<file path="config.mk">
export PLATFORM = sky130hd
export DESIGN_NAME = pipe_pwr_ctrl
export DESIGN_NICKNAME = d
export VERILOG_FILES = /design/src/rtl/pipe_pwr_pkg.sv /design/src/rtl/pps_cycle_timer.sv /design/src/rtl/pps_loop_sel.sv /design/src/rtl/pipe_pwr_ctrl.sv
export SDC_FILE = /design/constraint.sdc
export NUM_CORES = 1
export LEC_CHECK = 0
export BUFFER_PORTS_ARGS = -buffer_cell sky130_fd_sc_hd__buf_2
export CAP_MARGIN = 30
export CORE_AREA = 10 10 65 67
export CTS_CLUSTER_SIZE = 28
export DETAILED_ROUTE_END_ITERATION = 16
export DIE_AREA = 0 0 75 77
export PLACE_DENSITY = 0.77
export SYNTH_ARGS = -nofsm -noshare
export SYNTH_HDL_FRONTEND = slang
export SYNTH_SLANG_ARGS = --single-unit
</file>
<file path="constraint.sdc">
create_clock -name clk -period 1.9 [get_ports clk]
set_clock_uncertainty 0.05 [all_clocks]
set_input_delay 0.285 -clock clk [delete_from_list [all_inputs] [get_ports clk]]
set_output_delay 0.285 -clock clk [all_outputs]
set_load 0.05 [all_outputs]
</file>
<file path="src/rtl/pipe_pwr_pkg.sv">
`timescale 1ns/1ps
package pipe_pwr_pkg;

    typedef enum logic [1:0] {
        PS_P0  = 2'b00,
        PS_P0S = 2'b01,
        PS_P1  = 2'b10,
        PS_P2  = 2'b11
    } pstate_e;

    typedef enum logic [2:0] {
        PH_IDLE,
        PH_WAKE,
        PH_ACK,
        PH_DET,
        PH_HOLD,
        PH_FALL
    } phase_e;

    localparam logic [2:0] RXST_FOUND = 3'b011;
    localparam logic [2:0] RXST_NONE  = 3'b000;

    typedef struct packed {
        logic       ack;
        logic [2:0] rxst;
        logic       perr;
    } hs_t;

    function automatic logic [2:0] det_code(input logic present);
        return present ? RXST_FOUND : RXST_NONE;
    endfunction

    function automatic logic clocked_state(input pstate_e s);
        return s != PS_P2;
    endfunction

endpackage

</file>
<file path="src/rtl/pps_cycle_timer.sv">
`timescale 1ns/1ps
module pps_cycle_timer #(
    parameter int CW = 8
) (
    input  logic          clk,
    input  logic          rst,
    input  logic          clr,
    input  logic          en,
    input  logic [CW-1:0] lim,
    output logic          hit
);
    logic [CW-1:0] cnt_q;

    always_ff @(posedge clk) begin
        if (rst || clr)
            cnt_q <= '0;
        else if (en)
            cnt_q <= cnt_q + 1'b1;
    end

    assign hit = (cnt_q == lim);
endmodule

</file>
<file path="src/rtl/pps_loop_sel.sv">
`timescale 1ns/1ps
module pps_loop_sel (
    input  logic clk,
    input  logic rst,
    input  logic req,
    input  logic in_p0,
    input  logic idle,
    input  logic boundary,
    output logic lb
);
    logic lb_q;

    always_ff @(posedge clk) begin
        if (rst)
            lb_q <= 1'b0;
        else
            lb_q <= req & in_p0 & (lb_q | (idle & boundary));
    end

    assign lb = lb_q;

    AST_LB_AT_BOUNDARY: assert property (@(posedge clk) disable iff (rst)
        $rose(lb_q) |-> $past(boundary));

    AST_LB_RELEASE: assert property (@(posedge clk) disable iff (rst)
        !req |=> !lb_q);
endmodule

</file>
<file path="src/rtl/pipe_pwr_ctrl.sv">
`timescale 1ns/1ps
module pipe_pwr_ctrl
    import pipe_pwr_pkg::*;
#(
    parameter int STABLE_CYC = 16000,
    parameter int DET_CYC    = 300,
    parameter int FALL_CYC   = 3
) (
    input  logic       clk,
    input  logic       rst,
    input  logic [1:0] pd_cmd,
    input  logic       det_lpbk_req,
    input  logic       tx_idle_in,
    input  logic       far_end_present,
    input  logic       sym_boundary,
    output logic [1:0] pwr_state,
    output logic       phy_status,
    output logic [2:0] rx_status,
    output logic       proto_err,
    output logic       loopback_sel,
    output logic       tx_quiet
);
    localparam int MAX_DF = (DET_CYC > FALL_CYC) ? DET_CYC : FALL_CYC;
    localparam int MAXC   = (STABLE_CYC > MAX_DF) ? STABLE_CYC : MAX_DF;
    localparam int CW     = $clog2(MAXC + 1);

    pstate_e       st_q, st_d, cmd;
    phase_e        ph_q, ph_d;
    hs_t           hs_q, hs_d;
    logic          tm_clr, tm_en, tm_hit, busy;
    logic [CW-1:0] tm_lim;

    assign cmd  = pstate_e'(pd_cmd);
    assign busy = (ph_q != PH_IDLE);

    // Shared window counter: phases that need timing never overlap.
    always_comb begin
        case (ph_q)
            PH_WAKE: tm_lim = CW'(STABLE_CYC - 1);
            PH_DET:  tm_lim = CW'(DET_CYC - 1);
            default: tm_lim = CW'(FALL_CYC - 1);
        endcase
    end

    pps_cycle_timer #(.CW(CW)) u_timer (
        .clk (clk),
        .rst (rst),
        .clr (tm_clr),
        .en  (tm_en),
        .lim (tm_lim),
        .hit (tm_hit)
    );

    always_comb begin
        st_d    = st_q;
        ph_d    = ph_q;
        hs_d    = hs_q;
        hs_d.perr = busy && (cmd != st_q);
        tm_clr  = 1'b0;
        tm_en   = 1'b0;
        case (ph_q)
            PH_IDLE: begin
                if (cmd != st_q) begin
                    st_d   = cmd;
                    tm_clr = 1'b1;
                    if (cmd == PS_P2) begin
                        ph_d = PH_IDLE;
                    end else if (!clocked_state(st_q)) begin
                        ph_d     = PH_WAKE;
                        hs_d.ack = 1'b1;
                    end else begin
                        ph_d     = PH_ACK;
                        hs_d.ack = 1'b1;
                    end
                end else if (det_lpbk_req && st_q == PS_P1) begin
                    ph_d   = PH_DET;
                    tm_clr = 1'b1;
                end
            end
            PH_WAKE: begin
                if (tm_hit) begin
                    ph_d     = PH_IDLE;
                    hs_d.ack = 1'b0;
                    tm_clr   = 1'b1;
                end else begin
                    tm_en = 1'b1;
                end
            end
            PH_ACK: begin
                ph_d     = PH_IDLE;
                hs_d.ack = 1'b0;
            end
            PH_DET: begin
                if (tm_hit) begin
                    ph_d      = PH_HOLD;
                    hs_d.ack  = 1'b1;
                    hs_d.rxst = det_code(far_end_present);
                    tm_clr    = 1'b1;
                end else begin
                    tm_en = 1'b1;
                end
            end
            PH_HOLD: begin
                if (!det_lpbk_req) begin
                    ph_d   = PH_FALL;
                    tm_clr = 1'b1;
                end
            end
            PH_FALL: begin
                if (tm_hit) begin
                    ph_d      = PH_IDLE;
                    hs_d.ack  = 1'b0;
                    hs_d.rxst = RXST_NONE;
                    tm_clr    = 1'b1;
                end else begin
                    tm_en = 1'b1;
                end
            end
            default: ph_d = PH_IDLE;
        endcase
    end

    always_ff @(posedge clk) begin
        if (rst) begin
            st_q <= PS_P1;
            ph_q <= PH_WAKE;
            hs_q <= '{ack: 1'b1, rxst: RXST_NONE, perr: 1'b0};
        end else begin
            st_q <= st_d;
            ph_q <= ph_d;
            hs_q <= hs_d;
        end
    end

    pps_loop_sel u_loop (
        .clk      (clk),
        .rst      (rst),
        .req      (det_lpbk_req),
        .in_p0    (st_q == PS_P0),
        .idle     (ph_q == PH_IDLE),
        .boundary (sym_boundary),
        .lb       (loopback_sel)
    );

    assign pwr_state  = st_q;
    assign phy_status = hs_q.ack;
    assign rx_status  = hs_q.rxst;
    assign proto_err  = hs_q.perr;
    assign tx_quiet   = (st_q != PS_P0) | (tx_idle_in & ~loopback_sel);

    AST_ACK_SINGLE: assert property (@(posedge clk) disable iff (rst)
        (ph_q == PH_ACK) |=> !phy_status);

    AST_P2_SILENT: assert property (@(posedge clk) disable iff (rst)
        (ph_q == PH_IDLE && st_q != PS_P2 && cmd == PS_P2)
            |=> (!phy_status && pwr_state == 2'b11));

    AST_STATE_FROZEN: assert property (@(posedge clk) disable iff (rst)
        busy |=> (st_q == $past(st_q)));

    AST_DET_RESULT: assert property (@(posedge clk) disable iff (rst)
        (ph_q == PH_HOLD) |-> (phy_status &&
            (rx_status == RXST_FOUND || rx_status == RXST_NONE)));

    AST_IGNORE_REQ: assert property (@(posedge clk) disable iff (rst)
        (ph_q == PH_IDLE && (st_q == PS_P0S || st_q == PS_P2) && cmd == st_q)
            |=> (!phy_status && rx_status == RXST_NONE));
endmodule

</file>
==> reports/results.txt, run 1 <==
Largest net degree at the start of global routing -> 14
Leading post-synthesis cells by cell area -> dfxtp_1 31%, a21oi_1 4.3%, o21ai_0 3.7%, nor2_1 3.5%, mux2i_1 3.3%
Status -> finished with violations
Drt via density -> 6.22
RSZ-0062 raised after global routing -> true
YS warnings -> 0
Failing checks -> negative setup slack
Max-slew violation count -> 0
Row count -> 20
Post-Route WL -> 4890 um
Synth Cell Area -> 1510 sq um
Rel. slew slack -> 43.6%
Crit path DAT -> 2330 ps
DRC Markers -> 0
CP Cell Sequence -> or4_4, o22ai_4, o32ai_4, or3_4, mux2i_2, nor2_1
Fin area -> 2090 sq um
Initial Util -> 50.6%
DIE HEIGHT -> 77 um
FMAX -> 463 MHz
Filler cells -> 220
Final count of negative-setup-slack endpoints -> 19
Worst path max stage delay -> 580 ps
Worst-path fanout max -> 5
Pwr dens -> 405 nW/um^2
Max Cap Violations -> 0
NumNets Final -> 244
Gp weighted congestion -> 0.858
Asr flop ratio synth -> 0%
Cell count after synthesis -> 185
PortBufs -> 15
Total gr overflow -> 0
Synth-to-layout area growth -> 38.6%
Worst Setup Start Kind -> register
Syn_area_per_cell -> 8.15 sq um
Post-DP Area -> 1850 sq um
Final worst path period need -> 2160 ps
EDFF count, synth -> 0
Clock-pin slew on the worst setup and hold paths -> 140 ps
Die Area -> 5780 sq um
CTS Sinks -> 23
Final WS setup -> -261 ps
ANT cells -> 0
Drt pass-1 iters -> 4
H-tree depth -> 1
CP Capture Type -> register
Share of cells above drive strength 1 -> 42.3%
Overall routing resource usage -> 15.7%
Number of antenna violations at the first check in global routing -> 0
Design Power -> 0.000847 W
Slowest CP cell -> or4_4
Vias post-DR -> 1,661
Final core utilization -> 70.2%
Hpwl dp -> 3020 um
Seq/Total Area, Yosys -> 30.5%
DP Cell Count -> 255
Worst-Skew Late Latency -> 330 ps
WP data required -> 2070 ps
CTS Buffer Depth -> 2
Worst hold slack -> 170 ps
Die Wd -> 75 um
CTS Hold Bufs -> 0
Yosys top cell by area -> dfxtp_1
Count of cell types in the netlist -> 57
Share of the synthesized area in the top cell type -> 30.5%
Number of global-route vias before repair -> 1,569
Global-route wire length before repair -> 7270 um
Static leakage -> 0.810 nW
Post-Layout Cell Count -> 267
Worst min-delay path category -> primary input to register
Worst Tran Pin Value -> 839 ps
Cts bufs inserted -> 3
Final period utilization -> 114%
Remaining antenna violation count -> 0
Crit path kind -> register to register
Syn Nets -> 194
Worst Path Buf+Inv -> 0
Mean routed wirelength per cell -> 18.3 um
Ys flop type -> dfxtp_1
I/O Pins -> 17
Initial drt markers -> 150
Core Region -> 2980 sq um
CP top delay family -> simple AND/OR/NAND/NOR gates
CTS tree -> yes
Final hold violations -> 0
Root buffer cell -> clkbuf_4
Peak VDD IR -> 359 uV
Yosys reg bits -> 23
-- stage by stage --
stage	setup slack [ps]	setup TNS (ps)
floorplan	-132	-1420
global placement	-185	-2400
detailed placement	-260	-3670
CTS	-197	-2800
global route	-317	-5030
finish	-261	-3780
-- layout make-up --
cell class	instances	area, sq um	share of cell area (%)
Clock buffer	3	22.5	1.08
Clock inverter	1	5.00	0.240
Inverter	11	41.3	1.98
Multi-Input combinational cell	137	1090	52.4
Sequential cell	23	464	22.2
Tap cell	33	41.3	1.98
Timing Repair Buffer	59	420	20.1
-- path summary, 6_finish.rpt --
kind	from	endpoint	slack (ps)	cells after the start
setup reg to reg	u_timer.cnt_q[12]	u_timer.cnt_q[1]	-260	6
setup / recovery	u_timer.cnt_q[12]	u_timer.cnt_q[1]	-260	6
hold reg to reg	u_loop.lb	u_loop.lb	490	2
hold / removal	det_lpbk_req	u_loop.lb	170	3
-- kinds of logic after synthesis --
family,Yosys count,share of synthesized area (%)
compound gates,53,26.6
xor+xnor,6,3.49
simple gates,69,24.7
flops,23,30.5
other cells,1,0.249
buf+inv,26,9.54
fa+ha+maj,1,0.830
mux,6,4.07
-- layer usage --
metal / global-route usage [%] / up-vias / part of all wire (%)
li1: - / 783 / -
met3: 4.38 / 31 / 6.9
met1: 18.5 / 772 / 38
met2: 25.1 / 75 / 49
met5: 0 / - / 0
met4: 7.20 / 0 / 5.3
-- worst reg2reg max path: stages (launching register included) --
cell and delay, ps:
dfxtp_2 350, or4_4 580, o22ai_4 190, o32ai_4 150
or3_4 410, mux2i_2 230, nor2_1 90
-- registers in the layout (all words and copies together) (netlist names) --
register / count
u_loop.lb: 1
ph_q: 3
rx_status: 1
proto_err: 1
u_timer.cnt_q: 14
phy_status: 1
pwr_state: 2
-- synth_stat cells (2+ instances only) --
| library cell | count |
|---|---|
| nor2_1 | 14 |
| nor3_1 | 6 |
| nand3_1 | 8 |
| nand2_1 | 13 |
| inv_1 | 11 |
| xnor2_1 | 2 |
| dfxtp_1 | 23 |
| mux2i_1 | 5 |
| or2b_2 | 2 |
| and3_1 | 2 |
| o311ai_0 | 2 |
| buf_4 | 4 |
| nand4_1 | 4 |
| clkbuf_1 | 5 |
| buf_6 | 2 |
| a41o_1 | 2 |
| a21o_1 | 2 |
| a21oi_1 | 13 |
| or4_1 | 5 |
| o31ai_1 | 4 |
| xor2_1 | 4 |
| or3_1 | 6 |
| a31oi_1 | 2 |
| o21ai_0 | 11 |
-- timing repair --
item	in CTS	in global routing
endpoints found under the setup margin	18	19
pin swaps	2	9
cloned	1	1
resized for setup	15	19
buffers inserted	2	4
-- report_power, final --
part           leakage (nW)  total [W]  switching [W]  internal (W)
clock network        0.0177   0.000245       0.000166     0.0000792
registers             0.188   0.000499      0.0000101      0.000489
logic                 0.605   0.000102      0.0000620     0.0000399
total                 0.810   0.000847       0.000238      0.000609
-- cells in the final DEF, fill, tap and decap left out, types with 2 or more instances in the layout --
cell      instances
buf_4            40
dfxtp_1          20
buf_2            15
nor2_1           13
nand2_1          12
inv_1            11
a21oi_1          11
nand3_1           7
o21ai_0           7
nor3_1            5
o21ai_1           4
xor2_1            4
nand4_1           4
or3_1             4
or4_1             4
buf_6             4
o311ai_4          3
a21oi_2           3
o31ai_1           3
clkbuf_4          3
dfxtp_2           3
a21o_1            2
a31oi_1           2
xnor2_1           2
or3_4             2
mux2i_4           2
or4_4             2
nor2_4            2
or2b_2            2
o311ai_2          2
mux2i_1           2
and3_1            2
a41o_1            2
No activity file was read; power rests on OpenSTA's default activity.
==> inputs of run 2 (changes only) <==
CORE_AREA = 10 10 82 84   (was 10 10 65 67)
DIE_AREA = 0 0 92 94   (was 0 0 75 77)
PLACE_DENSITY = 0.52   (was 0.77)
RECOVER_POWER = 25   (was unset)
==> run 2 against run 1 <==
Critical path depth increased by 1; core utilization shrank 29 points; global-route usage is 6.3 points lower; register-to-register slack better by 40 ps; die area increased by 50%; flip-flop and latch count stayed put; power increased by 6.7%; wire length shrank 19%; sequential share of layout area rose by 0.53 points; the flow still finishes with violations (negative setup slack); largest power group unchanged; cell count is 13% higher; combinational power down 8%; clock-buffer cell count grew 1.
==> reports/results.txt, run 2 (synthesized netlist as in run 1, its figures left out) <==
Status -> finished with violations
Failing checks -> negative setup slack
Worst-Skew Late Latency -> 260 ps (-70 ps)
CTS Sinks -> 23 (unchanged)
I/O Pins -> 17 (unchanged)
Max Cap Violations -> 0 (unchanged)
Final hold violations -> 0 (unchanged)
Core Region -> 5070 sq um (+70%)
Number of global-route vias before repair -> 1,477 (-5.9%)
Final worst path period need -> 2120 ps (-44.6 ps)
DIE HEIGHT -> 94 um (+22%)
Worst Setup Start Kind -> register
CTS Buffer Depth -> 2 (unchanged)
Final WS setup -> -217 ps (+44.6 ps)
Mean routed wirelength per cell -> 13.1 um (-28%)
WP data required -> 2000 ps (-70 ps)
Fin area -> 2070 sq um (-1.0%)
Clock-pin slew on the worst setup and hold paths -> 80 ps (-60 ps)
Top reg by flops -> u_timer.cnt_q
FMAX -> 472 MHz (+2.1%)
RSZ-0062 raised after global routing -> true
Overall routing resource usage -> 9.35% (-6.3 points)
CTS tree -> yes
Clk pwr share -> 34.8% (+5.8 points)
Max-slew violation count -> 0 (unchanged)
Initial drt markers -> 48 (-68%)
Switching part of the total -> 25.2% (-2.9 points)
Hpwl dp -> 3000 um (-0.72%)
CP Capture Type -> register
Setup TNS Final -> -3490 ps (+289 ps)
PortBufs -> 15 (unchanged)
Pint -> 0.000676 W (+11%)
NumNets Final -> 242 (-0.82%)
Number of antenna violations at the first check in global routing -> 0 (unchanged)
Psw -> 0.000228 W (-4.3%)
Final count of negative-setup-slack endpoints -> 19 (unchanged)
Combinational share of power -> 10.4% (-1.6 points)
Crit path DAT -> 2220 ps (-110 ps)
Rel. slew slack -> 60.3% (+17 points)
Worst-path fanout max -> 5 (unchanged)
Post-Route WL -> 3960 um (-19%)
Drt pass-1 iters -> 4 (unchanged)
Initial Util -> 29.7% (-21 points)
Vias post-DR -> 1,502 (-9.6%)
Multi-input gate area -> 1020 sq um (-6.7%)
Post-DP Area -> 1920 sq um (+3.7%)
Filler cells -> 545 (+150%)
Cts bufs inserted -> 3 (unchanged)
Leading cell type in the layout, fill and taps excluded -> buf_4
FF+latch area -> 470 sq um (+1.3%)
Synth-to-layout area growth -> 37.2%
H-tree depth -> 1 (unchanged)
Crit path kind -> register to register
Final period utilization -> 111% (-2.3 points)
Static leakage -> 0.787 nW (-2.8%)
Sequential power share -> 54.7% (-4.3 points)
Worst Tran Pin Value -> 598 ps (-241 ps)
Row count -> 26 (+30%)
Share of cells above drive strength 1 -> 40.1% (-2.2 points)
Largest net degree at the start of global routing -> 13 (-1)
Remaining antenna violation count -> 0 (unchanged)
Most frequent cells in the layout -> 39 x buf_4, 17 x dfxtp_1, 13 x nand2_1, 13 x buf_2, 12 x nor2_1
DRC Markers -> 0 (unchanged)
Pwr dens -> 437 nW/um^2 (+7.8%)
Peak VDD IR -> 191 uV (-47%)
Gp weighted congestion -> 0.826 (-3.7%)
Global-route wire length before repair -> 6820 um (-6.1%)
Die Area -> 8650 sq um (+50%)
Total gr overflow -> 0 (unchanged)
Number of flip-flops in the largest register -> 14 (unchanged)
ANT cells -> 0 (unchanged)
Worst min-delay path category -> primary input to register
Drt via density -> 4.97 (-20%)
Die Wd -> 92 um (+23%)
Root buffer cell -> clkbuf_8
## run 2: worst paths after layout
kind | startpoint | end | slack (ps) | cells after the start
worst max-delay path | u_timer.cnt_q[5] | u_timer.cnt_q[5] | -220 | 7
worst min-delay path | det_lpbk_req | u_loop.lb | 240 | 3
worst max register to register | u_timer.cnt_q[5] | u_timer.cnt_q[5] | -220 | 7
worst min register to register | u_timer.cnt_q[11] | u_timer.cnt_q[11] | 480 | 2
## run 2: critical path: stages, from the launching register on
cell and delay, ps:
dfxtp_2 330, or3_1 370, mux2i_1 210, nand3_1 130, or4_4 560, o311ai_4 130
buf_6 180, a21oi_1 40
## run 2: power by group through the flow
stage	Sequential, W	Clock [W]	Combinational (W)
2_1_floorplan	0.000510	0	0.0000550
3_3_place_gp	0.000507	0	0.0000860
3_5_place_dp	0.000506	0	0.0000869
4_1_cts	0.000494	0.000330	0.0000924
5_1_grt	0.000496	0.000345	0.000104
6_report	0.000494	0.000315	0.0000943
## run 2: cell type report
type / instances / area share [%]
clock buffer: 4 / 2.18
sequential: 23 / 22.7
tap: 70 / 4.23
inverter: 11 / 2.00
timing repair buffer: 58 / 19.5
multi-input combinational: 136 / 49.4
## run 2: timing repair
item	in CTS	in global routing
gates resized for setup	16	10
gates cloned	1	0
endpoints found under the hold margin	0	0
buffers inserted	2	1
hold buffers	0	0
pin swaps	6	8
endpoints found under the setup margin	19	19
## run 2: stage by stage
step           instances  worst slack (ps)  util (%)  hold slack [ps]  total power, W
3_3_place_gp         295              -216      37.8              457        0.000593
3_5_place_dp         295              -228      37.8              469        0.000593
5_1_grt              302              -283      40.8              265        0.000946
4_1_cts              302              -165      40.1              236        0.000916
2_1_floorplan        185              -132         -              376        0.000565
6_report             302              -217      40.8              237        0.000904
## run 2: metal layers
layer	track usage (%)	share of wire, %	up-vias
met3	1.84	2.1	2
met2	16.6	50	12
met4	2.70	0.58	0
met5	0	0	-
met1	11.1	47	715
li1	-	-	773
==> inputs of run 3 (changes only) <==
CORE_AREA = 10 10 65 67   (was 10 10 82 84)
DIE_AREA = 0 0 75 77   (was 0 0 92 94)
PLACE_DENSITY = 0.77   (was 0.52)
==> run 3 against run 2 <==
The flow still finishes with violations (negative setup slack); core utilization grew 29 points; clock-buffer cell count fell by 1; power fell by 6.3%; fmax decreased by 2.0%; via count increased by 11%; hold slack worse by 68 ps; highest routed layer unchanged.
==> reports/results.txt, run 3 (synthesized netlist as in run 1, its figures left out) <==
Row count -> 20 (-23%)
Initial Util -> 50.6% (+21 points)
NumNets Final -> 244 (+0.83%)
Failing checks -> negative setup slack
Final period utilization -> 114% (+2.3 points)
Crit path kind -> register to register
Worst path max stage delay -> 580 ps (+20 ps)
Worst Tran Pin Value -> 843 ps (+245 ps)
Rel. slew slack -> 43.3% (-17 points)
Global-route wire length before repair -> 7270 um (+6.5%)
Remaining antenna violation count -> 0 (unchanged)
Max-slew violation count -> 0 (unchanged)
Initial drt markers -> 150 (+210%)
Mean routed wirelength per cell -> 18.5 um (+41%)
Worst min-delay path category -> primary input to register
CP top delay family -> simple AND/OR/NAND/NOR gates
Largest net degree at the start of global routing -> 14 (+1)
CP startpoint -> u_timer.cnt_q[12]
Final hold violations -> 0 (unchanged)
Top reg by flops -> u_timer.cnt_q
Core Region -> 2980 sq um (-41%)
Clock-pin slew on the worst setup and hold paths -> 140 ps (+60 ps)
Pwr dens -> 406 nW/um^2 (-7.1%)
Final WS setup -> -260 ps (-43.4 ps)
CP Cell Sequence -> or4_4, o22ai_4, o32ai_4, or3_4, mux2i_2, nor2_1
Crit. path cell count -> 6 (-1)
Critical R2R Capture -> u_timer.cnt_q[1]
Hpwl dp -> 3020 um (+0.72%)
Synth-to-layout area growth -> 38.3%
Setup TNS Final -> -3830 ps (-339 ps)
Crit path to -> u_timer.cnt_q[1]
Pre-CTS setup slack -> -260 ps (-32.6 ps)
Final count of negative-setup-slack endpoints -> 19 (unchanged)
DIE HEIGHT -> 77 um (-18%)
Status -> finished with violations
PortBufs -> 15 (unchanged)
Root buffer cell -> clkbuf_4
Number of global-route vias before repair -> 1,569 (+6.2%)
FF-to-FF path depth -> 6 (-1)
CTS Hold Bufs -> 0 (unchanged)
Drt via density -> 6.24 (+25%)
CTS Sinks -> 23 (unchanged)
Slowest CP cell -> or4_4
Peak VDD IR -> 358 uV (+88%)
Overall routing resource usage -> 15.7% (+6.3 points)
Number of flip-flops in the largest register -> 14 (unchanged)
Die Area -> 5780 sq um (-33%)
Die Wd -> 75 um (-18%)
Worst Path Buf+Inv -> 0 (-1)
Reg2reg start -> u_timer.cnt_q[12]
H-tree depth -> 1 (unchanged)
Crit path DAT -> 2330 ps (+110 ps)
Static leakage -> 0.801 nW (+1.8%)
CP Capture Type -> register
FF+latch area -> 464 sq um (-1.3%)
Post-Route WL -> 4940 um (+25%)
Leading cell type in the layout, fill and taps excluded -> buf_4
CTS Buffer Depth -> 2 (unchanged)
Gp weighted congestion -> 0.858 (+3.8%)
FMAX -> 463 MHz (-2.0%)
I/O Pins -> 17 (unchanged)
Multi-input gate area -> 1090 sq um (+7.2%)
Total gr overflow -> 0 (unchanged)
Drt pass-1 iters -> 4 (unchanged)
WP data required -> 2070 ps (+70 ps)
Most frequent cells in the layout -> 40 x buf_4, 20 x dfxtp_1, 13 x nor2_1
Vias post-DR -> 1,666 (+11%)
Final worst path period need -> 2160 ps (+43.4 ps)
Share of cells above drive strength 1 -> 41.0% (+0.94 points)
DRC Markers -> 0 (unchanged)
Worst-path fanout max -> 5 (unchanged)
RSZ-0062 raised after global routing -> true
ANT cells -> 0 (unchanged)
CTS tree -> yes
Max Cap Violations -> 0 (unchanged)
Filler cells -> 221 (-59%)
Number of antenna violations at the first check in global routing -> 0 (unchanged)
Worst Setup Start Kind -> register
Cts bufs inserted -> 3 (unchanged)
Worst-Skew Late Latency -> 340 ps (+80 ps)
FF-to-FF setup slack -> -260 ps (-40 ps)
[run 3: cell count changes in the layout (fill, tap and decap cells not counted), sizes merged]
cell / change
clkinv: +1
clkbuf: -1
buf: +1
o311ai: +1
[run 3: worst reg2reg max path, cell delays in order, from the launching register on]
cell,delay [ps]
dfxtp_2,350
or4_4,580
o22ai_4,190
o32ai_4,150
or3_4,410
mux2i_2,230
nor2_1,90
[run 3: stage by stage]
| stage | total power [W] | utilization [%] | cell area [sq um] | std cells | hold WS, ps |
|---|---|---|---|---|---|
| 6_report | 0.000846 | 70.0 | 2090 | 267 | 169 |
| 5_1_grt | 0.000874 | 70.0 | 2090 | 267 | 167 |
| 4_1_cts | 0.000830 | 66.6 | 1980 | 262 | 179 |
| 3_5_place_dp | 0.000593 | 62.1 | 1850 | 255 | 480 |
| 3_3_place_gp | 0.000587 | 62.1 | 1850 | 255 | 466 |
| 2_1_floorplan | 0.000565 | - | 1560 | 185 | 376 |
[run 3: repair_timing]
item | CTS | global route
buffers inserted | 2 | 4
endpoints found under the setup margin | 18 | 19
cloned | 1 | 1
hold endpoints to repair | 0 | 0
resized for setup | 15 | 19
pin swaps | 2 | 9
[run 3: per-layer routing]
metal  wire [um]  vias up  GRT usage (%)
met1        1860      775           18.5
met2        2460       81           25.1
met5           0        -              0
met3         389       27           4.38
met4         241        0           7.20
li1            -      783              -
[run 3: layout make-up]
cell class,count,share of cell area (%)
Clock buffer,3,1.08
Clock inverter,1,0.240
Inverter,11,1.98
Multi-Input combinational cell,137,52.5
Sequential cell,23,22.3
Tap cell,33,1.98
Timing Repair Buffer,59,20.0
[run 3: how the worst min path moves through the flow]
stage,slack (ps),to,cells after the start,start
final,170,u_loop.lb,3,det_lpbk_req
after global routing,170,u_loop.lb,3,det_lpbk_req
after CTS,180,u_loop.lb,3,det_lpbk_req
after detailed placement,480,u_loop.lb,2,u_loop.lb
after global placement,470,u_loop.lb,2,u_loop.lb
after floorplan,380,u_loop.lb,2,det_lpbk_req
[run 3: report_power, final]
group,internal [W],switching [W]
Sequential,0.000489,0.0000102
Clock,0.0000792,0.000166
Combinational,0.0000395,0.0000622
Total,0.000608,0.000238
